--- config.mk ---
export PLATFORM = sky130hd
export DESIGN_NAME = ovs_tick_gen
export DESIGN_NICKNAME = d
export VERILOG_FILES = /design/src/rtl/ovs_pkg.sv /design/src/rtl/ovs_div_cnt.sv /design/src/rtl/ovs_phase_acc.sv /design/src/rtl/ovs_tick_gen.sv
export SDC_FILE = /design/constraint.sdc
export NUM_CORES = 1
export LEC_CHECK = 0
export BUFFER_PORTS_ARGS = -buffer_cell sky130_fd_sc_hd__clkbuf_2
export CAP_MARGIN = 10
export CORE_ASPECT_RATIO = 1.5
export CORE_MARGIN = 2
export CORE_UTILIZATION = 30
export DETAILED_ROUTE_END_ITERATION = 6
export GPL_ROUTABILITY_DRIVEN = 0
export PLACE_DENSITY_LB_ADDON = 0.3
export SLEW_MARGIN = 5
export SYNTH_ARGS = -nofsm -noshare
export SYNTH_HDL_FRONTEND = slang
export SYNTH_SLANG_ARGS = --single-unit
export TNS_END_PERCENT = 20
--- constraint.sdc ---
create_clock -name clk -period 1.35 [get_ports clk]
set_input_delay 0.0675 -clock clk [delete_from_list [all_inputs] [get_ports clk]]
set_output_delay 0.0675 -clock clk [all_outputs]
set_load 0.01 [all_outputs]
--- src/rtl/ovs_pkg.sv ---
package ovs_pkg;

  typedef enum logic {
    OVS_MODE_DIV = 1'b0,
    OVS_MODE_ACC = 1'b1
  } ovs_mode_e;

endpackage

--- src/rtl/ovs_div_cnt.sv ---
// Reload down-counter engine: fires once every max(val,1) enabled cycles.
module ovs_div_cnt #(
  parameter int VAL_W = 16
) (
  input  logic             clk,
  input  logic             rst_n,
  input  logic             en,
  input  logic [VAL_W-1:0] val,
  output logic             hit
);

  localparam logic [VAL_W-1:0] ONE = VAL_W'(1);

  logic [VAL_W-1:0] cnt_q;
  logic [VAL_W-1:0] cnt_d;
  logic [VAL_W-1:0] reload;

  always_comb begin
    // period is max(val,1); the counter holds period-1 down to 0
    reload = (val > ONE) ? (val - ONE) : '0;
    hit    = en && (cnt_q == '0);
    cnt_d  = cnt_q;
    if (!en || hit) begin
      cnt_d = reload;
    end else begin
      cnt_d = cnt_q - ONE;
    end
  end

  always_ff @(posedge clk or negedge rst_n) begin
    if (!rst_n) begin
      cnt_q <= '0;
    end else begin
      cnt_q <= cnt_d;
    end
  end

endmodule

--- src/rtl/ovs_phase_acc.sv ---
// Phase accumulator engine: fires on each carry out of acc + val.
module ovs_phase_acc #(
  parameter int VAL_W = 16
) (
  input  logic             clk,
  input  logic             rst_n,
  input  logic             en,
  input  logic [VAL_W-1:0] val,
  output logic             hit
);

  logic [VAL_W-1:0] acc_q;
  logic [VAL_W-1:0] acc_d;
  logic [VAL_W:0]   sum;

  always_comb begin
    sum   = {1'b0, acc_q} + {1'b0, val};
    hit   = en && sum[VAL_W];
    acc_d = en ? sum[VAL_W-1:0] : '0;
  end

  always_ff @(posedge clk or negedge rst_n) begin
    if (!rst_n) begin
      acc_q <= '0;
    end else begin
      acc_q <= acc_d;
    end
  end

endmodule

--- src/rtl/ovs_tick_gen.sv ---
module ovs_tick_gen
  import ovs_pkg::*;
#(
  parameter int VAL_W       = 16,
  parameter int SYNC_STAGES = 2
) (
  input  logic             clk,
  input  logic             rst_n,
  input  logic             run_en,
  input  logic             acc_sel,
  input  logic [VAL_W-1:0] baud_val,
  output logic             os_tick
);

  // reset: asynchronous assert, synchronous release
  logic [SYNC_STAGES-1:0] rst_sync_q;
  logic                   rst_int_n;

  always_ff @(posedge clk or negedge rst_n) begin
    if (!rst_n) begin
      rst_sync_q <= '0;
    end else begin
      rst_sync_q <= {rst_sync_q[SYNC_STAGES-2:0], 1'b1};
    end
  end

  assign rst_int_n = rst_sync_q[SYNC_STAGES-1];

  ovs_mode_e mode;
  logic      div_en;
  logic      acc_en;
  logic      div_hit;
  logic      acc_hit;
  logic      tick_d;
  logic      tick_q;

  always_comb begin
    mode   = ovs_mode_e'(acc_sel);
    div_en = run_en && (mode == OVS_MODE_DIV);
    acc_en = run_en && (mode == OVS_MODE_ACC);
    tick_d = div_hit || acc_hit;
  end

  ovs_div_cnt #(.VAL_W(VAL_W)) u_div (
    .clk   (clk),
    .rst_n (rst_int_n),
    .en    (div_en),
    .val   (baud_val),
    .hit   (div_hit)
  );

  ovs_phase_acc #(.VAL_W(VAL_W)) u_acc (
    .clk   (clk),
    .rst_n (rst_int_n),
    .en    (acc_en),
    .val   (baud_val),
    .hit   (acc_hit)
  );

  always_ff @(posedge clk or negedge rst_int_n) begin
    if (!rst_int_n) begin
      tick_q <= 1'b0;
    end else begin
      tick_q <= tick_d;
    end
  end

  assign os_tick = tick_q;

endmodule

# --- Word-level counts from Yosys, hierarchy flattened ---
# Index checks and enable logic that the tools add are counted.
totals:
  in_bits: 20
  regBits: 35
  elab_cells: 20
classes:
  order_cmp: 1
  addsub: 3
  reduce_logical: 8
  bitwise: 1
  muxes: 3
op_table:
  columns: ["op", "n"]
  rows:
  - ["$mux 16", 3]
  - ["$sub 16x1->16 const B", 2]
  - ["$add 16x16->17", 1]
  - ["$gt 16x1->1 const B", 1]
  - ["$logic_not 16->1", 1]
  - ["$logic_and 1x1->1", 4]
  - ["$logic_or 1x1->1", 2]
  - ["$logic_not 1->1", 1]
  - ["$not 1->1", 1]

# --- Longest topological paths before layout ---
logic_depth:
  ltp_word: 5
  mapped_depth: 9

# --- Cells and area by module ---
# A second synthesis with hierarchy kept.
unflattened:
  cells_unflattened: 272
  hier_area_um2: 2544.9
modules_own_cells:
  columns: ["mod", "seq_area_each_um2", "instances", "cells_each", "area_per_inst_um2"]
  rows:
  - ["ovs_phase_acc", 400.4, 1, 142, 1291.2]
  - ["ovs_div_cnt", 400.4, 1, 123, 1152.4]
  - ["ovs_tick_gen", 75.1, 1, 7, 101.3]

# --- Worst setup path before layout ---
# OpenSTA, ideal clock, no wires.
synth_timing:
  kind: "flip-flop to flip-flop"
  startpoint: "reg u_acc.acc_q[1]"
  endpoint: "reg u_acc.acc_q[15]"
  synth_period_minus_slack_ns: 2.055
  path_slack_ns: -0.705
  arrival_ns: 1.976
  stages_incl_launch_ff: 8
  setup_time_ns: 0.079
  cell_sequence: "dfrtp_1 ha_1 a211o_1 a21oi_1 a21oi_1 a21o_1 a221oi_1 mux2i_1"
synth_between:
  elab_chain_cells: 2
synth_lines:
  columns: ["item", "line", "text"]
  rows:
  - ["from (decl)", "ovs_phase_acc.sv:12", "logic [VAL_W-1:0] acc_q;"]
  - ["from (signal assigned)", "ovs_phase_acc.sv:24", "acc_q <= '0;"]
  - ["from (signal assigned)", "ovs_phase_acc.sv:26", "acc_q <= acc_d;"]
  - ["$add 16x16->17", "ovs_phase_acc.sv:17", "sum = {1'b0, acc_q} + {1'b0, val};"]
  - ["$mux 16", "ovs_phase_acc.sv:19", "acc_d = en ? sum[VAL_W-1:0] : '0;"]
  - ["named net u_acc.acc_d[15]", "ovs_phase_acc.sv:13", "logic [VAL_W-1:0] acc_d;"]
# The timed path passes the listed nets, and every way through them passes these cells.

# --- Worst setup path after layout ---
layout_timing:
  startpoint: "reg u_acc.acc_q[0]"
  endpoint: "reg u_acc.acc_q[15]"
# Same word-level chain as after synthesis.

==> run_results.csv <==
group,metric,value,unit
run_status,outcome,"finished, violations left",
run_status,failed_checks,"negative setup slack",
clock_tree,cts-root-buf,"clkbuf_16",
sta,timing.final.ws_setup,-0.576,ns
synthesis,synthCells,280,
critical_path,critPathSlowestCell,"dfrtp_1",
global_routing,grt_start_max_net_pins,34,
synthesis,yosysMostFrequentCell,"dfrtp_1",
synthesis,synthDistinctLibCells,45,
synthesis,synth_adder_area_share,10.5,%
synthesis,syn_nets,321,
synthesis,synthTopCellsByArea,"dfrtp_1 34%, ha_1 9.7%, xnor2_1 5.8%",
cells_and_area,utilization,47.2,%
clock_tree,cts_max_path_buffers,2,
sta,finClkSkew,0.00383,ns
synthesis,synth_compound_area_share,14.8,%
synthesis,synth.top_cell.area_share,34.1,%
drt,antenna_left,0,
synthesis,synth_area,2570,um2
cells_and_area,diodes,0,
floorplanning,coreArea,8360,um2
cells_and_area,fillerInstances,807,
floorplanning,rows,41,
critical_path,worstSetupStartpointType,"flop",
drt,drtIter0Drc,72,
cells_and_area,fin_nets,435,
drt,viasPerCell,4.88,
floorplanning,fp.dieH,117,um
power,p_per_area,889,nW/um2
clock_tree,htreeDepth,2,
critical_path,worst-path-buf-inv,1,
synthesis,yosysSeqAreaShare,34.1,%
sta,setup_viol,29,
critical_path,crit_chain,"ha_4 -> buf_6 -> a211o_1 -> a21oi_2 -> a21oi_2 -> a21o_1 -> a221oi_2 -> mux2i_1",
clock_tree,tritoncts,"yes",
global_routing,grt.overflow.total,0,
job,maxCapViolCount,0,
sta,hold_viol,0,
drt,vias,2443,
drt,dr.pass1.iters,4,
synthesis,synthSimpleGateAreaFrac,24.5,%
critical_path,worst-path-max-fanout,2,
clock_tree,cts_buffers,5,
critical_path,cp.arrival,2.13,ns
clock_tree,cts.sinks,35,
placed_design,hpwl,5420,um
sta,layout_min_cycle_time,1.93,ns
synthesis,synth_top_family_by_area,"simple AND/OR/NAND/NOR gates",
synthesis,synth_top_area_cell,"dfrtp_1",
drt,totalWireLength,7290,um
global_routing,antenna_found_initial,0,
critical_path,crit_family,"compound AO/OA/AOI/OAI gates",
critical_path,cp_data_required_time,1.55,ns
critical_path,critPathCaptureType,"flop",
floorplanning,io_pins,21,
synthesis,synth_xor_xnor_area_share,11.6,%
power,p_leak,1.86,nW
sta,min_period_over_period,143,%
synthesis,syn_avg_cell_area,9.17,um2
global_routing,grt_usage,15.9,%
synthesis,synth_edf_count,0,
sta,rsz0062_at_grt,"true",
global_routing,grt_first_pass_wirelength,11800,um
sta,fmax,519,MHz
critical_path,path_class,"reg2reg",
synthesis,synth-seq-cells,35,
placed_design,port_buffers,20,
sta,tns,-13.47,ns
drt,drc,0,
synthesis,ys_warn_count,0,
floorplanning,start_util,30.7,%
critical_path,critPathMaxStageDelay,0.39,ns
sta,slew_viol_final,0,
synthesis,synth_async_sr_flop_share,100,%
floorplanning,die_w,79.6,um
synthesis,synth_top_cells_by_count,"35 x dfrtp_1, 26 x nor2_1, 21 x nand2_1, 20 x ha_1",
critical_path,cp_common_cell,"a21oi_2",
drt,wl_per_cell,14.6,um
clock_tree,clk_pin_slew,0.05,ns
cells_and_area,drive_gt1_share,48.2,%
floorplanning,die_area,9330,um2
cells_and_area,area_growth,53.7,%
power,ir_drop,0.731,mV
synthesis,synth_flop_cell,"dfrtp_1",
global_routing,grt_pass1_vias,2560,
clock_tree,clkLatencyLatePin,0.28,ns
synthesis,synthMuxAreaShare,1.56,%
min_path,hold_path.class,"in2async",
[report_power, final]
group / internal, mW / switching [mW] / leakage, nW
Clock: 0.719 / 0.410 / 0.0727
Sequential: 1.14 / 0.0483 / 0.442
Combinational: 0.622 / 0.574 / 1.34
[sequential cells by signal, summed over array words and instances, names as in the netlist]
register,cells
u_acc.acc_q,16
u_div.cnt_q,16
os_tick,1
rst_sync_q,2
[placed cells by master (no fill, tap or decap), types with 5 or more instances in the layout]
master      n
nor3_1      9
dfrtp_1    35
nand2_1    19
o21ai_2    12
nand3_2    11
nor2_1     24
xor2_1     16
a21oi_2    10
ha_1       13
a21o_1      7
xnor2_1    14
clkbuf_2   20
nand3_1    10
ha_4        7
clkbuf_16   7
a21oi_1     5
inv_1       7
buf_4      87
[path summary, 6_finish.rpt]
check / startpoint / endpoint / slack, ns / cells after the start
min reg2reg: rst_sync_q[1] / u_div.cnt_q[1] / 0.27 / 1
max in group asynchronous: rst_sync_q[1] / u_acc.acc_q[13] / 0.77 / 1
max: u_acc.acc_q[0] / u_acc.acc_q[15] / -0.58 / 8
min: rst_n / rst_sync_q[0] / 0.11 / 2
max reg2reg: u_acc.acc_q[0] / u_acc.acc_q[15] / -0.58 / 8
min in group clk: run_en / u_acc.acc_q[15] / 0.12 / 3
[per-stage QoR]
stage,total power [mW],setup slack [ns],hold WS [ns],instances,cell area (um2)
after floorplan,1.75,-0.519,-0.228,280,2640
after global placement,2.22,-0.666,-0.147,484,3470
after global routing,3.69,-0.665,0.131,501,3950
after CTS,3.46,-0.583,0.105,494,3790
final,3.51,-0.576,0.106,501,3950
after detailed placement,2.23,-0.680,-0.144,484,3470
[routing by layer]
metal | vias up | global-route usage [%] | wire length (um) | share of wire (%)
met5 | - | 0 | 0 | 0
met4 | 0 | 7.11 | 236 | 3.2
met1 | 1183 | 17.4 | 2740 | 38
li1 | 1221 | - | - | -
met3 | 15 | 1.92 | 80 | 1.1
met2 | 24 | 29.7 | 4240 | 58
[cells by family after synthesis]
kind of cell / Yosys count
AO/OA/AOI/OAI: 56
XOR/XNOR: 34
adder cells (fa/ha/maj): 21
buffers and inverters: 16
flip-flops: 35
multiplexers: 4
other: 1
AND/OR/NAND/NOR: 113
[timing repair]
item | CTS | global route
cloned | 0 | 3
endpoints found under the hold margin | 2 | 0
setup buffers | 2 | 4
gates resized for setup | 30 | 15
pin swaps | 18 | 14
endpoints found under the setup margin | 30 | 31
hold buffers | 1 | 0
[layout make-up]
cell class	instances	area, um2	share of cell area [%]
inverter	8	30.0	0.760
clock buffer	6	139	3.52
timing repair buffer	115	878	22.2
multi-input combinational	229	1890	47.8
clock inverter	1	5.00	0.127
sequential	35	876	22.2
tap	107	134	3.39
No activity file was read; power rests on OpenSTA's default activity.
